`config.mk`:
```
export PLATFORM = sky130hd
export DESIGN_NAME = lcdc_i2c_regs
export DESIGN_NICKNAME = d
export VERILOG_FILES = /design/src/rtl/lcdc_pkg.sv /design/src/rtl/lcdc_host_port.sv /design/src/rtl/lcdc_regfile.sv /design/src/rtl/lcdc_factory_page.sv /design/src/rtl/lcdc_i2c_regs.sv
export SDC_FILE = /design/constraint.sdc
export NUM_CORES = 1
export LEC_CHECK = 0
export ABC_AREA = 1
export BUFFER_PORTS_ARGS = -buffer_cell sky130_fd_sc_hd__buf_2
export CORE_UTILIZATION = 35
export CTS_BUF_LIST = sky130_fd_sc_hd__clkbuf_2
export DETAILED_ROUTE_END_ITERATION = 8
export MAX_ROUTING_LAYER = met4
export SLEW_MARGIN = 40
export SYNTH_ARGS = -nofsm -noshare
export SYNTH_HDL_FRONTEND = slang
export SYNTH_SLANG_ARGS = --single-unit
```
`constraint.sdc`:
```
create_clock -name clk -period 2.7 [get_ports clk]
set_input_delay 0.135 -clock clk [delete_from_list [all_inputs] [get_ports clk]]
set_output_delay 0.135 -clock clk [all_outputs]
set_load 0.02 [all_outputs]
```
`src/rtl/lcdc_pkg.sv`:
```
package lcdc_pkg;
  localparam int DW = 8;

  localparam logic [DW-1:0] A_DISP  = 8'h01;
  localparam logic [DW-1:0] A_IFACE = 8'h10;
  localparam logic [DW-1:0] A_IMG   = 8'h11;
  localparam logic [DW-1:0] A_RDPTR = 8'h40;
  localparam logic [DW-1:0] A_TRIG  = 8'h54;
  localparam logic [DW-1:0] A_CSTAT = 8'h55;
  localparam logic [DW-1:0] A_CVAL  = 8'h56;
  localparam logic [DW-1:0] A_READY = 8'h62;
  localparam logic [DW-1:0] A_ID    = 8'hFF;
  localparam logic [DW-1:0] A_KEY_A = 8'hAF;
  localparam logic [DW-1:0] A_KEY_B = 8'h03;

  localparam logic [DW-1:0] M_DISP  = 8'h11;
  localparam logic [DW-1:0] M_IFACE = 8'h03;
  localparam logic [DW-1:0] M_IMG   = 8'h7F;
  localparam logic [DW-1:0] M_TRIG  = 8'h01;

  localparam logic [DW-1:0] UNLOCK_KEY = 8'hAA;

  function automatic logic [DW-1:0] apply_mask(input logic [DW-1:0] d,
                                               input logic [DW-1:0] m);
    return d & m;
  endfunction

  // placeholder checksum: rotate-left-1 of (disp ^ iface), xor image cfg
  function automatic logic [DW-1:0] panel_sum(input logic [DW-1:0] disp,
                                              input logic [DW-1:0] iface,
                                              input logic [DW-1:0] img);
    logic [DW-1:0] x;
    x = disp ^ iface;
    return {x[DW-2:0], x[DW-1]} ^ img;
  endfunction
endpackage

```
`src/rtl/lcdc_host_port.sv`:
```
module lcdc_host_port
  import lcdc_pkg::*;
(
  input  logic          clk,
  input  logic          rst_n,
  input  logic          wr_en,
  input  logic          wr_first,
  input  logic [DW-1:0] wr_data,
  input  logic          rd_en,
  input  logic [DW-1:0] rd_value,
  output logic          wr_strobe,
  output logic [DW-1:0] wr_addr,
  output logic [DW-1:0] wr_byte,
  output logic [DW-1:0] rd_addr,
  output logic [DW-1:0] rd_data,
  output logic          rd_valid
);
  logic [DW-1:0] wptr, rptr;
  logic          data_phase;
  logic          ptr_load;

  assign wr_strobe = wr_en && !wr_first;
  assign wr_addr   = wptr;
  assign wr_byte   = wr_data;
  assign rd_addr   = rptr;
  assign ptr_load  = wr_strobe && (wptr == A_RDPTR);

  always_ff @(posedge clk) begin
    if (!rst_n) begin
      wptr <= '0;
    end else if (wr_en && wr_first) begin
      wptr <= wr_data;
    end else if (wr_strobe) begin
      wptr <= wptr + 1'b1;
    end
  end

  always_ff @(posedge clk) begin
    if (!rst_n) begin
      rptr       <= '0;
      data_phase <= 1'b0;
      rd_data    <= '0;
      rd_valid   <= 1'b0;
    end else begin
      rd_valid <= rd_en;
      if (ptr_load) begin
        rptr       <= wr_data;
        data_phase <= 1'b0;
      end else if (rd_en) begin
        rd_data    <= data_phase ? rd_value : rptr;
        data_phase <= !data_phase;
        if (data_phase) rptr <= rptr + 1'b1;
      end
    end
  end

  AST_WPTR_STEP: assert property (@(posedge clk) disable iff (!rst_n)
    wr_strobe |=> wptr == $past(wptr) + 8'd1);
  AST_RD_VALID_NEXT: assert property (@(posedge clk) disable iff (!rst_n)
    rd_en |=> rd_valid);
  AST_RD_PHASE_TOGGLE: assert property (@(posedge clk) disable iff (!rst_n)
    (rd_en && !ptr_load) |=> data_phase != $past(data_phase));
  AST_RPTR_STEP: assert property (@(posedge clk) disable iff (!rst_n)
    (rd_en && data_phase && !ptr_load) |=> rptr == $past(rptr) + 8'd1);
  AST_RPTR_HOLD: assert property (@(posedge clk) disable iff (!rst_n)
    (rd_en && !data_phase && !ptr_load) |=> $stable(rptr));
endmodule

```
`src/rtl/lcdc_regfile.sv`:
```
module lcdc_regfile
  import lcdc_pkg::*;
(
  input  logic          clk,
  input  logic          rst_n,
  input  logic          we,
  input  logic [DW-1:0] wr_addr,
  input  logic [DW-1:0] wr_byte,
  output logic [DW-1:0] disp,
  output logic [DW-1:0] iface,
  output logic [DW-1:0] img,
  output logic [DW-1:0] trig,
  output logic [DW-1:0] csum_done,
  output logic [DW-1:0] csum_val
);
  logic trig_rise;

  assign trig_rise = we && (wr_addr == A_TRIG) && wr_byte[0] && !trig[0];

  always_ff @(posedge clk) begin
    if (!rst_n) begin
      disp  <= '0;
      iface <= '0;
      img   <= '0;
      trig  <= '0;
    end else if (we) begin
      case (wr_addr)
        A_DISP:  disp  <= apply_mask(wr_byte, M_DISP);
        A_IFACE: iface <= apply_mask(wr_byte, M_IFACE);
        A_IMG:   img   <= apply_mask(wr_byte, M_IMG);
        A_TRIG:  trig  <= apply_mask(wr_byte, M_TRIG);
        default: ;
      endcase
    end
  end

  always_ff @(posedge clk) begin
    if (!rst_n) begin
      csum_done <= '0;
      csum_val  <= '0;
    end else if (trig_rise) begin
      csum_done <= 8'h01;
      csum_val  <= panel_sum(disp, iface, img);
    end
  end

  AST_CFG_WRITE_ONLY: assert property (@(posedge clk) disable iff (!rst_n)
    !we |=> $stable(disp) && $stable(iface) && $stable(img));
  AST_CSUM_STICKY: assert property (@(posedge clk) disable iff (!rst_n)
    csum_done[0] |=> csum_done[0]);
  AST_CSUM_HOLD: assert property (@(posedge clk) disable iff (!rst_n)
    !trig_rise |=> $stable(csum_val));
  AST_CSUM_SETS_DONE: assert property (@(posedge clk) disable iff (!rst_n)
    trig_rise |=> csum_done == 8'h01);
endmodule

```
`src/rtl/lcdc_factory_page.sv`:
```
module lcdc_factory_page
  import lcdc_pkg::*;
#(
  parameter logic [7:0] BASE     = 8'h10,
  parameter int         DEPTH    = 16,
  parameter logic [7:0] KEY_ADDR = 8'hAF
) (
  input  logic          clk,
  input  logic          rst_n,
  input  logic          wr_strobe,
  input  logic [DW-1:0] wr_addr,
  input  logic [DW-1:0] wr_byte,
  input  logic [DW-1:0] rd_addr,
  output logic          unlocked,
  output logic          wr_hit,
  output logic          rd_hit,
  output logic [DW-1:0] rd_data
);
  localparam int         IW  = (DEPTH > 1) ? $clog2(DEPTH) : 1;
  localparam logic [8:0] LIM = 9'(DEPTH);

  logic [8:0]    wofs, rofs;
  logic          w_in, r_in, key_wr;
  logic [IW-1:0] widx, ridx;
  logic [DW-1:0] mem [DEPTH];

  assign wofs   = {1'b0, wr_addr} - {1'b0, BASE};
  assign rofs   = {1'b0, rd_addr} - {1'b0, BASE};
  assign w_in   = !wofs[8] && (wofs < LIM);
  assign r_in   = !rofs[8] && (rofs < LIM);
  assign widx   = wofs[IW-1:0];
  assign ridx   = rofs[IW-1:0];
  assign key_wr = wr_strobe && (wr_addr == KEY_ADDR);
  assign wr_hit = wr_strobe && unlocked && w_in;
  assign rd_hit = unlocked && r_in;
  assign rd_data = rd_hit ? mem[ridx] : '0;

  always_ff @(posedge clk) begin
    if (!rst_n)      unlocked <= 1'b0;
    else if (key_wr) unlocked <= (wr_byte == UNLOCK_KEY);
  end

  for (genvar g = 0; g < DEPTH; g++) begin : g_cell
    always_ff @(posedge clk) begin
      if (!rst_n)                             mem[g] <= '0;
      else if (wr_hit && widx == IW'(g))      mem[g] <= wr_byte;
    end
  end

  AST_LOCK_ONLY_BY_KEY: assert property (@(posedge clk) disable iff (!rst_n)
    !key_wr |=> $stable(unlocked));
endmodule

```
`src/rtl/lcdc_i2c_regs.sv`:
```
module lcdc_i2c_regs
  import lcdc_pkg::*;
#(
  parameter logic [3:0] MFR_ID   = 4'hC,
  parameter logic [3:0] REV_ID   = 4'h7,
  parameter logic [7:0] FA_BASE  = 8'h10,
  parameter int         FA_DEPTH = 16,
  parameter logic [7:0] FB_BASE  = 8'h04,
  parameter int         FB_DEPTH = 12
) (
  input  logic       clk,
  input  logic       rst_n,
  input  logic       wr_en,
  input  logic       wr_first,
  input  logic [7:0] wr_data,
  input  logic       rd_en,
  output logic [7:0] rd_data,
  output logic       rd_valid,
  output logic       panel_on,
  output logic       out_undriven,
  output logic       fast_burnin,
  output logic       col_invert,
  output logic       col_shift,
  output logic       hflip,
  output logic       rb_swap,
  output logic       vflip
);
  localparam logic [DW-1:0] ID_BYTE = {MFR_ID, REV_ID};

  logic          wr_strobe, reg_we;
  logic [DW-1:0] wr_addr, wr_byte, rd_addr, rd_value;
  logic [DW-1:0] disp, iface, img, trig, csum_done, csum_val;
  logic          fa_unl, fa_wr_hit, fa_rd_hit;
  logic          fb_unl, fb_wr_hit, fb_rd_hit;
  logic [DW-1:0] fa_data, fb_data;

  lcdc_host_port u_port (
    .clk, .rst_n, .wr_en, .wr_first, .wr_data, .rd_en,
    .rd_value, .wr_strobe, .wr_addr, .wr_byte, .rd_addr, .rd_data, .rd_valid
  );

  lcdc_factory_page #(.BASE(FA_BASE), .DEPTH(FA_DEPTH), .KEY_ADDR(A_KEY_A)) u_page_a (
    .clk, .rst_n, .wr_strobe, .wr_addr, .wr_byte, .rd_addr,
    .unlocked(fa_unl), .wr_hit(fa_wr_hit), .rd_hit(fa_rd_hit), .rd_data(fa_data)
  );

  lcdc_factory_page #(.BASE(FB_BASE), .DEPTH(FB_DEPTH), .KEY_ADDR(A_KEY_B)) u_page_b (
    .clk, .rst_n, .wr_strobe, .wr_addr, .wr_byte, .rd_addr,
    .unlocked(fb_unl), .wr_hit(fb_wr_hit), .rd_hit(fb_rd_hit), .rd_data(fb_data)
  );

  assign reg_we = wr_strobe && !fa_wr_hit && !fb_wr_hit;

  lcdc_regfile u_regs (
    .clk, .rst_n, .we(reg_we), .wr_addr, .wr_byte,
    .disp, .iface, .img, .trig, .csum_done, .csum_val
  );

  always_comb begin
    rd_value = '0;
    if (fa_rd_hit)      rd_value = fa_data;
    else if (fb_rd_hit) rd_value = fb_data;
    else begin
      case (rd_addr)
        A_DISP:  rd_value = disp;
        A_IFACE: rd_value = iface;
        A_IMG:   rd_value = img;
        A_RDPTR: rd_value = rd_addr;
        A_TRIG:  rd_value = trig;
        A_CSTAT: rd_value = csum_done;
        A_CVAL:  rd_value = csum_val;
        A_READY: rd_value = 8'h01;
        A_KEY_A: rd_value = {7'b0, fa_unl};
        A_KEY_B: rd_value = {7'b0, fb_unl};
        A_ID:    rd_value = ID_BYTE;
        default: rd_value = '0;
      endcase
    end
  end

  assign panel_on     = disp[4];
  assign out_undriven = disp[4] && disp[0];
  assign fast_burnin  = !disp[4] && disp[0];
  assign col_invert   = iface[0];
  assign col_shift    = iface[1];
  assign hflip        = img[0];
  assign rb_swap      = img[1];
  assign vflip        = img[2];

  AST_SHADOW_KEEPS_CFG: assert property (@(posedge clk) disable iff (!rst_n)
    fa_wr_hit |=> $stable(iface) && $stable(img));
  AST_SHADOW_KEEPS_PINS: assert property (@(posedge clk) disable iff (!rst_n)
    (fa_wr_hit || fb_wr_hit) |=> $stable(col_invert) && $stable(hflip) && $stable(vflip));
endmodule

```
==> results.py <==
metrics = {
    "status": {
        "status": "finished, final reports clean",
    },
    "power_and_ir_drop": {
        "p_clk_frac": 0.346,
        "power_frac_comb": 0.091,
        "p_per_area_nw_per_um2": 548.5,
        "p_sw_mw": 2.379,
        "seqPwrFrac": 0.563,
        "intPower_mw": 5.981,
        "swShare": 0.2846,
        "power_leakage_nw": 6.182,
        "vdd_drop_max_v": 0.0001824,
        "power_mw": 8.360,
    },
    "sta": {
        "drv_slew": 0,
        "hold_viol": 0,
        "fin_crit_sh": 0.9425,
        "setup_viol": 0,
        "fmax_mhz": 393.0,
        "fin_worst_skew_ns": 0.1020,
        "setup_tns_ns": 0,
        "fin_crit_ns": 2.545,
        "tightest_slew_ns": 0.8046,
        "rsz0062_at_grt": "false",
        "maxSlewHeadroom": 0.4628,
    },
    "worst_setup_path": {
        "cp_max_fo": 6,
        "path_class": "flop to flop",
        "worstPathArrival_ns": 3.29,
        "cpMostUsedCell": "nand2_1",
        "startpoint_type": "flop",
        "slowest_stage": "dlygate4sd3_1",
        "cp-end-kind": "flop",
        "path_delay_family": "simple AND/OR/NAND/NOR gates",
        "critical-path-max-stage-delay_ns": 0.54,
        "critPathRequiredTime_ns": 3.45,
        "crit_buf_inv": 2,
        "r2r_slack_ns": 0.16,
        "rr_worst_depth": 13,
        "r2r-end": "u_regs.disp[0]$_SDFFE_PN0P_",
        "crit-reg2reg-launch": "u_port.wr_addr[5]$_SDFFE_PN0P_",
        "cp_cell_sequence": "inv_1 > ha_1 > nand2_1 > nor3_2 > nand2_1 > nor2_1 > nor2_1 > and2_4 > nand4_4 > nand2_1 > nand2_1 > nor2_1 > dlygate4sd3_1",
    },
    "clock_network": {
        "cts_tree": "built",
        "clock_path_buffers": 3,
        "cts_root_buffer": "clkbuf_2",
        "cts.sinks": 272,
        "clk_pin_slew_ns": 0.12,
        "numCtsBuffers": 75,
        "htree_levels": 3,
        "clk_latency_ns": 0.87,
    },
    "logic_synthesis": {
        "ys.flop_type": "edfxtp_1",
        "synth.area.top_cells": "edfxtp_1 (50%), nor2_1 (13%), dfxtp_1 (7.1%)",
        "syn_avg_cell_area_sq_um": 8.649,
        "synth_seq_area_share": 0.5679,
        "yosysMostFrequentCell": "nor2_1",
        "synth_cell_types": 40,
        "postSynthCellCount": 1565,
        "synth_area_leader_cell": "edfxtp_1",
        "ys_seq_elements": 272,
        "netlist_area_sq_um": 13540,
        "ys_warn_count": 0,
        "async_reset_ff_frac": 0,
        "synth.top_cell.area_share": 0.4969,
        "yosys-top-cells-count": "nor2_1 (474), nand2_1 (245), edfxtp_1 (224)",
        "synth-edff-count": 224,
        "syn_nets": 1605,
    },
    "min_path": {
        "min_path_type": "primary input to flop",
        "whs_path_depth": 4,
        "hp-start": "wr_data[0]",
        "hold_end": "u_regs.img[0]$_SDFFE_PN0P_",
    },
    "route": {
        "wl_per_cell_um": 18.16,
        "wl_um": 40350,
        "vias": 11440,
        "dr.pass1.iters": 5,
        "drt-vias-per-instance": 5.150,
        "drc": 0,
        "ant_nets": 0,
        "drtIter0Drc": 1057,
    },
    "placement": {
        "hpwl_um": 26520,
        "io_buffers": 29,
        "place.gp.congestion": 0.9068,
    },
    "global_routing": {
        "grt_pass1_wl_um": 61910,
        "grt_max_degree": 63,
        "gr-total-overflow": 0,
        "grt_use_total": 0.2140,
        "antenna_found_initial": 1,
        "grt_pass1_vias": 11150,
    },
    "die": {
        "dieArea_sq_um": 39460,
        "start_util": 0.3577,
        "core_region_area_sq_um": 37840,
        "io_pins": 30,
        "die_w_um": 198.7,
        "fp.dieH_um": 198.7,
        "placementRows": 71,
    },
    "cells_and_area": {
        "nNetsFinal": 1694,
        "drive_gt1_frac": 0.1392,
        "n_fill_cell": 3839,
        "seq_area_sq_um": 7694,
        "multi_input_area_sq_um": 5210,
        "area.growth.synth_to_final_pct": 12.62,
    },
    "run": {
        "maxCapViolCount": 0,
    },
}
[kinds of logic after synthesis]
group,share of synthesized area
simple gates,0.2585
compound gates,0.09290
fa+ha+maj,0.02496
flops,0.5679
xor+xnor,0.008412
buf+inv,0.04733
[power by group through the flow]
stage	sequential (mW)	combinational (mW)	clock [mW]
3_5_place_dp	4.80	0.735	0
4_1_cts	4.70	0.758	2.95
3_3_place_gp	4.80	0.727	0
5_1_grt	4.72	0.838	3.15
2_1_floorplan	4.79	0.454	0
6_report	4.70	0.763	2.89
[worst min-delay path: cells and delay by family]
family / cells / cell delay (ns)
buf+inv: 2 / 0.68
simple gates: 1 / 0.08
compound gates: 1 / 0.06
[worst max-delay path by stage]
stage	start	end	slack (ns)	cells past startpoint
after floorplan	u_port.wr_addr[2]$_SDFFE_PN0P_	u_page_b.mem[1][0]$_SDFFCE_PN0P_	0.24	9
after global placement	u_port.wr_addr[3]$_SDFFE_PN0P_	u_page_b.mem[8][6]$_SDFFCE_PN0P_	0.45	10
after detailed placement	u_port.wr_addr[0]$_SDFFE_PN0P_	u_port.rd_data[2]$_SDFFE_PN0P_	0.34	10
after CTS	u_port.wr_addr[5]$_SDFFE_PN0P_	u_regs.disp[0]$_SDFFE_PN0P_	0.07	12
after global routing	u_port.wr_addr[5]$_SDFFE_PN0P_	u_regs.disp[0]$_SDFFE_PN0P_	0.01	13
final	u_port.wr_addr[5]$_SDFFE_PN0P_	u_regs.disp[0]$_SDFFE_PN0P_	0.16	13
[per-layer routing]
metal / up-vias / track usage / share of wire
met5: - / - / 0
met1: 5499 / 0.2712 / 0.43
met2: 404 / 0.3446 / 0.48
li1: 5458 / - / -
met3: 82 / 0.03561 / 0.068
met4: 0 / 0.07692 / 0.027
[per-stage QoR]
step / cell area, sq um / instances / utilization / setup WS (ns) / hold slack (ns)
3_5_place_dp: 14390 / 2068 / 0.3803 / 0.3447 / 0.4235
6_report: 15240 / 2222 / 0.4028 / 0.1552 / 0.1375
4_1_cts: 15230 / 2220 / 0.4024 / 0.06809 / 0.07132
3_3_place_gp: 14390 / 2068 / 0.3803 / 0.4527 / 0.4226
5_1_grt: 15240 / 2222 / 0.4028 / 0.01381 / 0.1084
2_1_floorplan: 13540 / 1565 / - / 0.2382 / 0.2285
[area by class of cell]
cell class / instances / share of cell area
Antenna cell: 1 / 0.0001642
Clock buffer: 115 / 0.03776
Clock inverter: 18 / 0.004761
Inverter: 67 / 0.01650
Multi-Input combinational cell: 1135 / 0.3418
Sequential cell: 272 / 0.5047
Tap cell: 511 / 0.04194
Timing Repair Buffer: 103 / 0.05237
[flip-flops by register name (all words and copies together) (netlist names), 2 cells and up]
name,flops
u_page_a.mem,128
u_page_b.mem,96
u_port.rd_addr,8
u_port.rd_data,8
u_port.wr_addr,8
u_regs.csum_val,7
u_regs.disp,2
u_regs.iface,2
u_regs.img,7
[cells in the final DEF, fill, tap and decap left out, types with 2 or more instances in the layout]
| master | n |
|---|---|
| o21ai_0 | 151 |
| nor2_4 | 2 |
| dlygate4sd3_1 | 19 |
| nand2_2 | 2 |
| a31oi_1 | 7 |
| nor3_1 | 4 |
| ha_1 | 27 |
| a21oi_2 | 4 |
| o21ai_1 | 8 |
| nor2_2 | 5 |
| a21oi_1 | 55 |
| nand2_4 | 4 |
| buf_12 | 4 |
| nor2_1 | 473 |
| clkbuf_2 | 115 |
| nand3_1 | 94 |
| clkinv_1 | 15 |
| dfxtp_2 | 2 |
| nand4_1 | 19 |
| o221ai_1 | 3 |
| nand2_1 | 245 |
| xor2_1 | 12 |
| inv_1 | 57 |
| edfxtp_1 | 224 |
| inv_2 | 11 |
| buf_2 | 29 |
| buf_4 | 51 |
| dfxtp_1 | 45 |
| o22ai_1 | 8 |
[timing repair]
action / in CTS / in global routing
setup buffers: 0 / 1
endpoints found under the hold margin: 162 / 0
endpoints found under the setup margin: 0 / 3
resized for setup: 0 / 2
hold buffers: 19 / 0
Power figures use the tool's default switching activity.
